[config.mk]
export PLATFORM = sky130hd
export DESIGN_NAME = rd_lane_packer
export DESIGN_NICKNAME = d
export VERILOG_FILES = /design/src/rtl/rdp_pkg.sv /design/src/rtl/rdp_lane_steer.sv /design/src/rtl/rdp_narrow_pick.sv /design/src/rtl/rdp_slot_place.sv /design/src/rtl/rd_lane_packer.sv
export SDC_FILE = /design/constraint.sdc
export NUM_CORES = 1
export LEC_CHECK = 0
export ABC_CLOCK_PERIOD_IN_PS = 50900
export BUFFER_PORTS_ARGS = -buffer_cell sky130_fd_sc_hd__buf_2
export CORE_ASPECT_RATIO = 1.75
export CORE_UTILIZATION = 37
export DETAILED_ROUTE_END_ITERATION = 10
export PLACE_DENSITY_LB_ADDON = 0.08
export SLEW_MARGIN = 15
export SYNTH_ARGS = -nofsm -noshare
export SYNTH_HDL_FRONTEND = slang
export SYNTH_HIERARCHICAL = 1
export SYNTH_SLANG_ARGS = --single-unit
[constraint.sdc]
create_clock -name clk -period 50.9 [get_ports clk]
set_input_delay 7.635 -clock clk [delete_from_list [all_inputs] [get_ports clk]]
set_output_delay 7.635 -clock clk [all_outputs]
set_load 0.01 [all_outputs]
[src/rtl/rdp_pkg.sv]
package rdp_pkg;

    typedef enum logic [1:0] {
        SZ8  = 2'd0,
        SZ16 = 2'd1,
        SZ32 = 2'd2,
        SZ64 = 2'd3
    } rdp_size_e;

    typedef enum logic {
        ST_IDLE = 1'b0,
        ST_FILL = 1'b1
    } rdp_state_e;

    // Words needed for one result: width / lane width, at least one.
    function automatic logic [2:0] words_needed(rdp_size_e sz, logic wide, int bus_w);
        int bits;
        int lane;
        bits = 8 << sz;
        lane = wide ? bus_w : bus_w / 2;
        return (bits <= lane) ? 3'd1 : 3'(bits / lane);
    endfunction

endpackage

[src/rtl/rdp_lane_steer.sv]
module rdp_lane_steer #(
    parameter int BUS_W  = 32,
    parameter int NUM_CS = 2,
    parameter int FLD_W  = 3,
    localparam int HALF_W = BUS_W / 2,
    localparam int CS_W   = (NUM_CS > 1) ? $clog2(NUM_CS) : 1
) (
    input  logic [NUM_CS*FLD_W-1:0] cs_cfg,
    input  logic [CS_W-1:0]         cs,
    input  logic [BUS_W-1:0]        bus,
    output logic [BUS_W-1:0]        word,
    output logic                    wide
);

    logic [FLD_W-1:0] fld [NUM_CS];
    logic [FLD_W-1:0] sel;

    // One field per chip select
    for (genvar c = 0; c < NUM_CS; c++) begin : g_fld
        assign fld[c] = cs_cfg[c*FLD_W +: FLD_W];
    end

    always_comb begin
        sel  = fld[cs];
        wide = |sel[FLD_W-1:1];
        if (wide) begin
            word = bus;
        end else if (sel[0]) begin
            word = {{HALF_W{1'b0}}, bus[BUS_W-1:HALF_W]};
        end else begin
            word = {{HALF_W{1'b0}}, bus[HALF_W-1:0]};
        end
    end

endmodule

[src/rtl/rdp_narrow_pick.sv]
module rdp_narrow_pick
    import rdp_pkg::*;
#(
    parameter int BUS_W = 32,
    localparam int HALF_W = BUS_W / 2,
    localparam int AW     = $clog2(BUS_W / 8)
) (
    input  logic [BUS_W-1:0] word,
    input  logic             wide,
    input  rdp_size_e        size,
    input  logic [AW-1:0]    addr,
    output logic [BUS_W-1:0] res
);

    logic [AW-1:0]    idx;
    logic [BUS_W-1:0] sh;

    always_comb begin
        idx = '0;
        sh  = word;
        res = word;
        unique case (size)
            SZ8: begin
                idx = wide ? addr : {{(AW-1){1'b0}}, addr[0]};
                sh  = word >> (idx * 8);
                res = {{(BUS_W-8){1'b0}}, sh[7:0]};
            end
            SZ16: begin
                if (wide && addr[AW-1]) begin
                    res = {{HALF_W{1'b0}}, word[BUS_W-1:HALF_W]};
                end else begin
                    res = {{HALF_W{1'b0}}, word[HALF_W-1:0]};
                end
            end
            default: res = word;
        endcase
    end

endmodule

[src/rtl/rdp_slot_place.sv]
module rdp_slot_place #(
    parameter int BUS_W = 32,
    parameter int OUT_W = 64,
    localparam int HALF_W = BUS_W / 2,
    localparam int SLOT_W = 3
) (
    input  logic [BUS_W-1:0]  word,
    input  logic              wide,
    input  logic [SLOT_W-1:0] slot,
    output logic [OUT_W-1:0]  placed
);

    logic [OUT_W-1:0] ext_full;
    logic [OUT_W-1:0] ext_half;

    always_comb begin
        ext_full = {{(OUT_W-BUS_W){1'b0}}, word};
        ext_half = {{(OUT_W-HALF_W){1'b0}}, word[HALF_W-1:0]};
        if (wide) begin
            placed = ext_full << (slot * BUS_W);
        end else begin
            placed = ext_half << (slot * HALF_W);
        end
    end

endmodule

[src/rtl/rd_lane_packer.sv]
module rd_lane_packer
    import rdp_pkg::*;
#(
    parameter int BUS_W  = 32,
    parameter int OUT_W  = 64,
    parameter int NUM_CS = 2,
    parameter int FLD_W  = 3,
    localparam int CS_W  = (NUM_CS > 1) ? $clog2(NUM_CS) : 1,
    localparam int AW    = $clog2(BUS_W / 8)
) (
    input  logic                    clk,
    input  logic                    rst_n,
    input  logic [NUM_CS*FLD_W-1:0] cs_cfg,
    input  logic                    in_valid,
    input  logic [CS_W-1:0]         in_cs,
    input  logic [BUS_W-1:0]        in_data,
    input  logic [1:0]              req_size,
    input  logic                    big_endian,
    input  logic [AW-1:0]           byte_addr,
    output logic                    out_valid,
    output logic [OUT_W-1:0]        out_data,
    output logic                    cs_err
);

    rdp_state_e       state_q, state_d;
    logic [2:0]       cnt_q;
    logic [OUT_W-1:0] acc_q;
    rdp_size_e        lat_size;
    logic             lat_be;
    logic [CS_W-1:0]  lat_cs;

    logic [BUS_W-1:0] steer_word;
    logic             wide;
    logic [BUS_W-1:0] narrow;
    logic [OUT_W-1:0] placed;

    logic             switch_cs, first, done, eff_be;
    rdp_size_e        eff_size;
    logic [2:0]       need, idx, slot;
    logic [OUT_W-1:0] base, acc_d;

    rdp_lane_steer #(.BUS_W(BUS_W), .NUM_CS(NUM_CS), .FLD_W(FLD_W)) u_steer (
        .cs_cfg (cs_cfg),
        .cs     (in_cs),
        .bus    (in_data),
        .word   (steer_word),
        .wide   (wide)
    );

    rdp_narrow_pick #(.BUS_W(BUS_W)) u_pick (
        .word (steer_word),
        .wide (wide),
        .size (eff_size),
        .addr (byte_addr),
        .res  (narrow)
    );

    rdp_slot_place #(.BUS_W(BUS_W), .OUT_W(OUT_W)) u_place (
        .word   (steer_word),
        .wide   (wide),
        .slot   (slot),
        .placed (placed)
    );

    // Next state and datapath decisions
    always_comb begin
        switch_cs = (state_q == ST_FILL) && (in_cs != lat_cs);
        first     = (state_q == ST_IDLE) || switch_cs;
        eff_size  = first ? rdp_size_e'(req_size) : lat_size;
        eff_be    = first ? big_endian : lat_be;
        need      = words_needed(eff_size, wide, BUS_W);
        idx       = first ? 3'd0 : cnt_q;
        slot      = eff_be ? (need - 3'd1 - idx) : idx;
        base      = first ? '0 : acc_q;
        acc_d     = (need == 3'd1) ? {{(OUT_W-BUS_W){1'b0}}, narrow} : (base | placed);
        done      = in_valid && ((idx + 3'd1) == need);

        state_d = state_q;
        unique case (state_q)
            ST_IDLE: if (in_valid && !done) state_d = ST_FILL;
            ST_FILL: if (done)              state_d = ST_IDLE;
        endcase
    end

    // State register
    always_ff @(posedge clk) begin
        if (!rst_n) begin
            state_q <= ST_IDLE;
        end else begin
            state_q <= state_d;
        end
    end

    // Accumulator, captured attributes and outputs
    always_ff @(posedge clk) begin
        if (!rst_n) begin
            cnt_q     <= '0;
            acc_q     <= '0;
            lat_size  <= SZ8;
            lat_be    <= 1'b0;
            lat_cs    <= '0;
            out_valid <= 1'b0;
            out_data  <= '0;
            cs_err    <= 1'b0;
        end else begin
            out_valid <= done;
            cs_err    <= in_valid && switch_cs;
            if (done) begin
                out_data <= acc_d;
            end
            if (in_valid) begin
                acc_q <= acc_d;
                cnt_q <= done ? 3'd0 : (idx + 3'd1);
                if (first) begin
                    lat_size <= eff_size;
                    lat_be   <= eff_be;
                    lat_cs   <= in_cs;
                end
            end
        end
    end

endmodule

==> metrics.csv <==
metric,value,unit
Layout area overhead,16.4,%
worst reg2reg startpoint,lat_cs$_SDFFE_PN0P_,
via count,28120,
post-route cell area,26700,um2
post-synthesis register bit count,138,
Initial Util,37.4,%
status,finished clean,
GRT Total Usage,34.6,%
critical path capture point type,register,
clock root cell,clkbuf_16,
share of cells above drive strength 1,20.1,%
Clock Skew,16.1,ps
CTS max path bufs,3,
Slew HR,3.75,%
core area,61300,um2
crit path DAT,49220,ps
CTS buffer count,25,
dominant cells by area after synthesis,"dfxtp_1 (12%), a21oi_1 (6.0%), nand2_1 (4.8%)",
CP Launch Type,input port,
Final Max Slew Viols,0,
"Cell Area, Synth",22900,um2
vias per cell,6.66,
drt total wl,113000,um
Placed Area,25300,um2
# rows,120,
required time at the worst-slack endpoint,51320,ps
Hold WC Path Type,register to register,
min cycle time layout,48800,ps
Final ANT Viol Nets,0,
Synth Instances,3235,
maximum capacitance violations,0,
crit path from,in_cs,
Port-buffer cells,112,
final hold violation count,0,
die height,331,um
drt first pass iters,6,
crit-path max FO,16,
Synth Flop Type,dfxtp_1,
final setup violation count,0,
grt ovf,0,
Crit-path slowest cell,nor3_1,
post-synth top area share,12.0,%
Die W,190,um
Post-synth ARST share,0,%
Sink Count,138,
hold_sp,out_data[63]$_SDFFE_PN0P_,
vias in the first global route,27955,
DRC,0,
final RePlAce weighted congestion,1.00,
Mean Syn Cell Area,7.09,um2
Total Die Area,63000,um2
Worst Setup Path Type,input port to register,
fill cell count,6522,
achievable frequency,20.5,MHz
Synth cell types,151,
Post-synth EDFFs,0,
post-detailed-route wirelength per cell,26.7,um
"most used cell, CP",ha_1,
most frequent cells in the layout,"nand2_1 (292), a21oi_1 (257), nor2_1 (237), buf_4 (205), nor3_1 (141)",
"leading cell type in the layout, fill and taps excluded",nand2_1,
post-synthesis sequential area ratio,12.0,%
largest area contributor in the netlist,dfxtp_1,
Worst-Margin Slew,1410,ps
multi-input logic area,20000,um2
antenna violations before repair,4,
CTS tree,built,
"CTS clk-pin slew, worst paths",50,ps
synth warn,6,
Top-Level Pins,113,
sequential cell area,2760,um2
largest net degree at the start of global routing,104,
nets@finish,3535,
Tcrit/Tclk final,95.9,%
Iteration-0 DRC Markers,1650,
Post-DP HPWL,87800,um
"slowest stage delay, CP",900,ps
H-Tree Depth,4,
first-pass GRT wire length,167000,um
insertion delay to the later sink of the worst-skew pair,500,ps
==> metal layers <==
layer  global-route usage (%)  share of wire (%)
met2                     64.6                 52
met1                     29.9                 32
met3                     5.72                5.0
met4                     35.5                 12
met5                        0              0.017
==> critical path: cells and delay by family <==
kind | cells | cell delay, ps
AO/OA/AOI/OAI | 76 | 15060
XOR/XNOR | 2 | 320
adder cells (fa/ha/maj) | 24 | 7110
buffers and inverters | 11 | 1200
multiplexers | 1 | 320
AND/OR/NAND/NOR | 84 | 17440
==> synth_stat cells, types with 35 or more instances <==
library cell  count
nand2_1         296
nor3_1          149
o211ai_1         44
or3_1            78
mux2i_1          60
ha_1             63
inv_1            47
dfxtp_1         138
or4_1            44
clkbuf_1        116
nand3_1         133
a31oi_1          47
nor2_1          255
o21a_1           75
nand4_1          62
nor2b_1          40
nand3b_1         74
o21ai_0         116
a21o_1           35
and2_1           80
xnor2_1          57
or2_2            55
o22ai_1          51
a211oi_1         38
a21oi_1         275
==> layout make-up <==
| cell class | instances | share of cell area, % |
|---|---|---|
| clock buffer | 31 | 2.50 |
| multi-input combinational | 2892 | 74.8 |
| timing repair buffer | 318 | 7.92 |
| antenna | 2 | 0.0187 |
| sequential | 138 | 10.3 |
| inverter | 49 | 0.703 |
| tap | 793 | 3.72 |
==> cell families after synthesis <==
logic type               synth area share (%)
multiplexers                             5.14
AO/OA/AOI/OAI                            35.4
buffers and inverters                    4.37
flip-flops                               12.0
adder cells (fa/ha/maj)                  3.79
other                                  0.0164
XOR/XNOR                                 3.82
AND/OR/NAND/NOR                          35.4
==> final timing paths <==
path                                to  slack, ps  cells past startpoint
max          out_data[48]$_SDFFE_PN0P_       2100                    198
min          out_data[63]$_SDFFE_PN0P_        450                      2
min reg2reg  out_data[63]$_SDFFE_PN0P_        450                      2
max reg2reg  out_data[48]$_SDFFE_PN0P_       9200                    193
==> metrics by stage <==
stage / instances / worst slack [ps] / TNS, ps / hold WS [ps] / util (%)
after detailed placement: 4155 / -1300 / -96980 / 443 / 41.3
after global routing: 4221 / -406 / -19220 / 469 / 43.6
after CTS: 4192 / 21.7 / 0 / 450 / 42.6
after floorplan: 3255 / 63.8 / 0 / 441 / -
final: 4223 / 2100 / 0 / 447 / 43.6
after global placement: 4155 / -650 / -18930 / 439 / 41.3
==> state kept, by name, summed over array words and instances, names as in the netlist, named ones only <==
signal and count:
cnt_q 3, lat_cs 1, cs_err 1, lat_size 2
out_valid 1, acc_q 64, lat_be 1, out_data 64
==> what timing repair did <==
| action | CTS | global route |
|---|---|---|
| setup endpoints to repair | 128 | 133 |
| pin swaps | 3 | 26 |
| hold buffers | 0 | 0 |
| buffers inserted | 5 | 27 |
| gates resized for setup | 10 | 85 |
| cloned | 1 | 0 |
Power is not shown: default switching activity piles up to over one toggle a cycle in this logic, so the estimate is an artifact.
